<file path="src/rtl/cu_pkg.sv">
package cu_pkg;
  typedef enum logic [1:0] {
    PH_IDLE = 2'd0,
    PH_OPER = 2'd1,
    PH_WB   = 2'd2
  } phase_e;
endpackage

</file>
<file path="src/rtl/cu_rd_lane.sv">
module cu_rd_lane #(
  parameter int DW_W = 8
) (
  input  logic            clk_i,
  input  logic            rst_ni,
  input  logic            load_i,
  input  logic            need_i,
  input  logic            go_i,
  input  logic [DW_W-1:0] data_i,
  output logic            pend_o,
  output logic [DW_W-1:0] opnd_o
);
  always_ff @(posedge clk_i or negedge rst_ni) begin
    if (!rst_ni) begin
      pend_o <= 1'b0;
      opnd_o <= '0;
    end else if (load_i) begin
      pend_o <= need_i;
    end else if (go_i && pend_o) begin
      pend_o <= 1'b0;
      opnd_o <= data_i;
    end
  end
endmodule

</file>
<file path="src/rtl/cu_wr_lane.sv">
module cu_wr_lane #(
  parameter int DW_W = 8
) (
  input  logic            clk_i,
  input  logic            rst_ni,
  input  logic            load_i,
  input  logic            need_i,
  input  logic            done_i,
  input  logic            valid_i,
  input  logic [DW_W-1:0] data_i,
  input  logic            go_i,
  output logic            resv_o,
  output logic            req_o,
  output logic [DW_W-1:0] data_o
);
  logic keep;
  assign keep = resv_o && valid_i;

  always_ff @(posedge clk_i or negedge rst_ni) begin
    if (!rst_ni) begin
      resv_o <= 1'b0;
      req_o  <= 1'b0;
      data_o <= '0;
    end else if (load_i) begin
      resv_o <= need_i;
      req_o  <= 1'b0;
    end else if (done_i) begin
      // unused reservation released here, never requested
      resv_o <= keep;
      req_o  <= keep;
      if (keep) data_o <= data_i;
    end else if (go_i && req_o) begin
      resv_o <= 1'b0;
      req_o  <= 1'b0;
    end
  end
endmodule

</file>
<file path="src/rtl/cu_seq.sv">
module cu_seq
  import cu_pkg::*;
(
  input  logic clk_i,
  input  logic rst_ni,
  input  logic issue_i,
  input  logic done_i,
  input  logic rd_left_i,
  input  logic keep_any_i,
  input  logic wr_left_i,
  output logic load_o,
  output logic done_acc_o,
  output logic opnd_ok_o,
  output logic busy_o
);
  phase_e phase_q, phase_d;

  assign load_o     = issue_i && (phase_q == PH_IDLE);
  assign opnd_ok_o  = (phase_q == PH_OPER) && !rd_left_i;
  assign done_acc_o = done_i && opnd_ok_o;
  assign busy_o     = (phase_q != PH_IDLE);

  always_comb begin
    phase_d = phase_q;
    unique case (phase_q)
      PH_IDLE: if (load_o) phase_d = PH_OPER;
      PH_OPER: if (done_acc_o) phase_d = keep_any_i ? PH_WB : PH_IDLE;
      PH_WB:   if (!wr_left_i) phase_d = PH_IDLE;
      default: phase_d = PH_IDLE;
    endcase
  end

  always_ff @(posedge clk_i or negedge rst_ni) begin
    if (!rst_ni) phase_q <= PH_IDLE;
    else         phase_q <= phase_d;
  end
endmodule

</file>
<file path="src/rtl/cu_port_ctrl.sv">
module cu_port_ctrl #(
  parameter int N_RD = 6,
  parameter int N_WR = 5,
  parameter int DW_W = 8
) (
  input  logic                 clk_i,
  input  logic                 rst_ni,
  input  logic                 issue_i,
  input  logic [N_RD-1:0]      rd_need_i,
  input  logic [N_WR-1:0]      wr_need_i,
  output logic [N_RD-1:0]      rd_req_o,
  input  logic [N_RD-1:0]      go_rd_i,
  input  logic [N_RD*DW_W-1:0] rd_data_i,
  output logic [N_RD*DW_W-1:0] opnd_o,
  output logic                 opnd_ok_o,
  input  logic                 pipe_done_i,
  input  logic [N_WR-1:0]      res_valid_i,
  input  logic [N_WR*DW_W-1:0] res_data_i,
  output logic [N_WR-1:0]      wr_hazard_o,
  output logic [N_WR-1:0]      wr_req_o,
  input  logic [N_WR-1:0]      go_wr_i,
  output logic [N_WR*DW_W-1:0] wr_data_o,
  output logic                 busy_o
);
  logic load, done_acc;
  logic keep_any, wr_left;

  assign keep_any = |(wr_hazard_o & res_valid_i);
  assign wr_left  = |(wr_req_o & ~go_wr_i);

  cu_seq u_seq (
    .clk_i      (clk_i),
    .rst_ni     (rst_ni),
    .issue_i    (issue_i),
    .done_i     (pipe_done_i),
    .rd_left_i  (|rd_req_o),
    .keep_any_i (keep_any),
    .wr_left_i  (wr_left),
    .load_o     (load),
    .done_acc_o (done_acc),
    .opnd_ok_o  (opnd_ok_o),
    .busy_o     (busy_o)
  );

  for (genvar k = 0; k < N_RD; k++) begin : g_rd
    cu_rd_lane #(.DW_W(DW_W)) u_rd (
      .clk_i  (clk_i),
      .rst_ni (rst_ni),
      .load_i (load),
      .need_i (rd_need_i[k]),
      .go_i   (go_rd_i[k]),
      .data_i (rd_data_i[k*DW_W +: DW_W]),
      .pend_o (rd_req_o[k]),
      .opnd_o (opnd_o[k*DW_W +: DW_W])
    );
  end

  for (genvar k = 0; k < N_WR; k++) begin : g_wr
    cu_wr_lane #(.DW_W(DW_W)) u_wr (
      .clk_i   (clk_i),
      .rst_ni  (rst_ni),
      .load_i  (load),
      .need_i  (wr_need_i[k]),
      .done_i  (done_acc),
      .valid_i (res_valid_i[k]),
      .data_i  (res_data_i[k*DW_W +: DW_W]),
      .go_i    (go_wr_i[k]),
      .resv_o  (wr_hazard_o[k]),
      .req_o   (wr_req_o[k]),
      .data_o  (wr_data_o[k*DW_W +: DW_W])
    );
  end
endmodule

</file>
<file path="config.mk">
export PLATFORM = sky130hd
export DESIGN_NAME = cu_port_ctrl
export DESIGN_NICKNAME = d
export VERILOG_FILES = /design/src/rtl/cu_pkg.sv /design/src/rtl/cu_rd_lane.sv /design/src/rtl/cu_wr_lane.sv /design/src/rtl/cu_seq.sv /design/src/rtl/cu_port_ctrl.sv
export SDC_FILE = /design/constraint.sdc
export NUM_CORES = 1
export LEC_CHECK = 0
export BUFFER_PORTS_ARGS = -buffer_cell sky130_fd_sc_hd__buf_2
export CAP_MARGIN = 20
export CORE_ASPECT_RATIO = 0.7
export CORE_UTILIZATION = 41
export DETAILED_ROUTE_END_ITERATION = 8
export HOLD_SLACK_MARGIN = 0.06
export PLACE_DENSITY = 0.73
export SYNTH_ARGS = -nofsm -noshare
export SYNTH_HDL_FRONTEND = slang
export SYNTH_SLANG_ARGS = --single-unit
</file>
<file path="constraint.sdc">
create_clock -name clk_i -period 2.05 [get_ports clk_i]
set_input_delay 0.615 -clock clk_i [delete_from_list [all_inputs] [get_ports clk_i]]
set_output_delay 0.615 -clock clk_i [all_outputs]
set_load 0.05 [all_outputs]
</file>
==> impl_metrics.env <==
export IMPL_startpoint="g_rd[0].u_rd.pend_o$_DFFE_PN0P_"
export IMPL_crit_chain="or4_4 > nor4_4 > buf_6"
export IMPL_timing_fmax_mhz=436
export IMPL_worst_ir_drop_vdd_mv=1.16
export IMPL_wl_per_cell_um=16.6
export IMPL_antenna_cells=0
export IMPL_cts_hold_buf=0
export IMPL_final_util_pct=60.7
export IMPL_critPathTopFamily="simple AND/OR/NAND/NOR gates"
export IMPL_max_cap_violations=0
export IMPL_arrival_ps=1680
export IMPL_fin_ws_ps=-241
export IMPL_syn2layout_area_growth_pct=40.1
export IMPL_r2r_end="g_wr[2].u_wr.data_o[2]$_DFFE_PN0P_"
export IMPL_criticalPathCategory="flip-flop to primary output"
export IMPL_drv_slew=0
export IMPL_ys_seq_area_share_pct=61.3
export IMPL_cp_slowest_stage_delay_ps=560
export IMPL_rsz0062_at_grt="true"
export IMPL_syn_num_nets=420
export IMPL_fin_crit_ps=2290
export IMPL_cts_sinks=106
export IMPL_clockBufferDepth=2
export IMPL_hold_slack_ps=127
export IMPL_setup_violations=26
export IMPL_numCtsBuffers=9
export IMPL_synth_xor_area_share_pct=0
export IMPL_yosys_most_used_dff="dfrtp_1"
export IMPL_core_area_um2=9980
export IMPL_rows=30
export IMPL_drc_errors=32
export IMPL_antenna_left=0
export IMPL_io_pins=225
export IMPL_r2r_worst_path_cells=7
export IMPL_crit_required_ps=1430
export IMPL_yosysWarnings=0
export IMPL_slew_headroom_pct=51.9
export IMPL_dp_hpwl_um=8010
export IMPL_synth_compound_area_share_pct=1.91
export IMPL_r2r_start="g_rd[0].u_rd.pend_o$_DFFE_PN0P_"
export IMPL_worstMarginPinSlew_ps=722
export IMPL_fin_nets=649
export IMPL_p_leak_nw=3.15
export IMPL_synth_top_family_by_area="multiplexers"
export IMPL_placed_area_um2=5540
export IMPL_crit_buf_inv=1
export IMPL_fin_setup_tns_ps=-853
export IMPL_synthDominantCellAreaShare_pct=61.3
export IMPL_post_synth_top_count_cell="dfrtp_1"
export IMPL_dr_pass1_iters=7
export IMPL_cp_slowest_cell="or4_4"
export IMPL_syn_avg_cell_area_um2=14.4
export IMPL_status="finished, violations left"
export IMPL_synth_simple_area_share_pct=9.91
export IMPL_async_flop_share_pct=100
export IMPL_fin_skew_ps=7.84
export IMPL_seqCellArea_um2=2650
export IMPL_die_h_um=88.0
export IMPL_grt_pass1_wl_um=16400
export IMPL_grt_max_degree=52
export IMPL_synthAdderAreaFrac_pct=0
export IMPL_hp_class="input port to async pin"
export IMPL_drive_gt1_share_pct=66.7
export IMPL_ys_types=23
export IMPL_cts_tree="built"
export IMPL_avgViaCountPerCell=5.02
export IMPL_fill_cells=815
export IMPL_clkTransAtPathRegs_ps=70
export IMPL_worstSkewPairLatency_ps=340
export IMPL_syn_cell_area_um2=4330
export IMPL_synth_area_top_cells="dfrtp_1, mux2_2, buf_4"
export IMPL_crit_fanout=2
export IMPL_critPathLaunchType="flip-flop"
export IMPL_stdcell_area_um2=6060
export IMPL_portBuffers=224
export IMPL_cts_htree_levels=3
export IMPL_gp_congestion=0.782
export IMPL_dieArea_um2=11000
export IMPL_synth_seq_cells=106
export IMPL_initial_core_util_pct=43.4
export IMPL_cts_root_buffer="clkbuf_16"
export IMPL_chipWidth_um=125
export IMPL_grt_antenna_before_repair=0
export IMPL_drtIter0Drc=129
export IMPL_grt_pass1_vias=3382
export IMPL_power_density_nw_per_um2=1910
export IMPL_r2r_slack_ps=-60
export IMPL_grt_overflow=0
export IMPL_drt_total_wl_um=11000
export IMPL_muxShareOfSynthArea_pct=22.9
export IMPL_yosysTopAreaCell="dfrtp_1"
export IMPL_endpoint_kind="primary output"
export IMPL_finalHoldViolations=0
export IMPL_synth_edf_count=0
export IMPL_synthCells=301
export IMPL_synth_commonest_cells="dfrtp_1, mux2_2, nand2_1"
export IMPL_min_period_over_period_pct=112
export IMPL_violations="DRC, setup timing"
export IMPL_multi_input_area_um2=1590
export IMPL_vias=3321
export IMPL_grt_use_total_pct=19.5
## metal layers
layer	vias up	share of wire, %	track usage (%)
met1	1624	41	23.2
met3	16	10	7.76
met4	0	1.5	6.32
met2	162	47	33.1
met5	-	0	0
li1	1519	-	-
## state kept, by name, indices dropped and copies added, names as in the netlist
| register | flops |
|---|---|
| g_rd.u_rd.opnd_o | 48 |
| g_wr.u_wr.data_o | 40 |
| g_rd.u_rd.pend_o | 6 |
| g_wr.u_wr.req_o | 5 |
| g_wr.u_wr.resv_o | 5 |
| u_seq.phase_q | 2 |
## power by group
part / internal, mW / switching (mW)
clock network: 1.10 / 0.726
logic: 1.74 / 4.47
registers: 3.01 / 0.551
total: 5.85 / 5.75
## kinds of logic (layout without fill, tap and decap cells)
logic type,Yosys count,after routing
AO/OA/AOI/OAI,14,14
AND/OR/NAND/NOR,63,67
multiplexers,88,88
flip-flops,106,106
buffers and inverters,30,259
## metrics by stage
stage	setup WS, ps	power [mW]	instances
global route	-321	12.1	662
CTS	-270	11.5	650
floorplan	-539	8.17	301
finish	-241	11.6	662
detailed placement	-27.0	9.58	635
global placement	2.48	9.43	635
## cell usage in the layout (no fill, tap or decap), drive strengths merged, types with 6 or more instances in the layout
| cell | synthesis | routed |
|---|---|---|
| and3 | 7 | 7 |
| buf | 17 | 240 |
| clkbuf | 10 | 12 |
| dfrtp | 106 | 106 |
| mux2 | 88 | 88 |
| nand2 | 21 | 21 |
| nand2b | 10 | 10 |
| nand3 | 6 | 6 |
| nand4 | 10 | 14 |
| o21ai | 11 | 11 |
## worst max-delay path by stage
stage          cells after the start                            endpoint  slack (ps)
6_report                           3                           opnd_ok_o        -240
4_1_cts                            3                           opnd_ok_o        -270
2_1_floorplan                      4  g_wr[0].u_wr.data_o[0]$_DFFE_PN0P_        -540
5_1_grt                            3                           opnd_ok_o        -320
3_5_place_dp                       4      g_wr[3].u_wr.req_o$_DFFE_PN0P_         -30
3_3_place_gp                       4      g_wr[0].u_wr.req_o$_DFFE_PN0P_           2
## what timing repair did
action	in CTS	in global routing
hold endpoints to repair	0	0
resized for setup	2	10
gates cloned	0	5
pin swaps	0	5
endpoints found under the setup margin	11	52
buffers inserted	0	7
## cell type report
cell class              count  share of cell area, %
flip-flops and latches    106                   43.7
multi-input cells         169                   26.2
repair buffers            241                   21.9
clock buffers              11                   4.00
well taps                 128                   2.64
clock inverters             4                   1.26
inverters                   3                  0.186
Note: power is estimated with default switching activity, not from simulation.
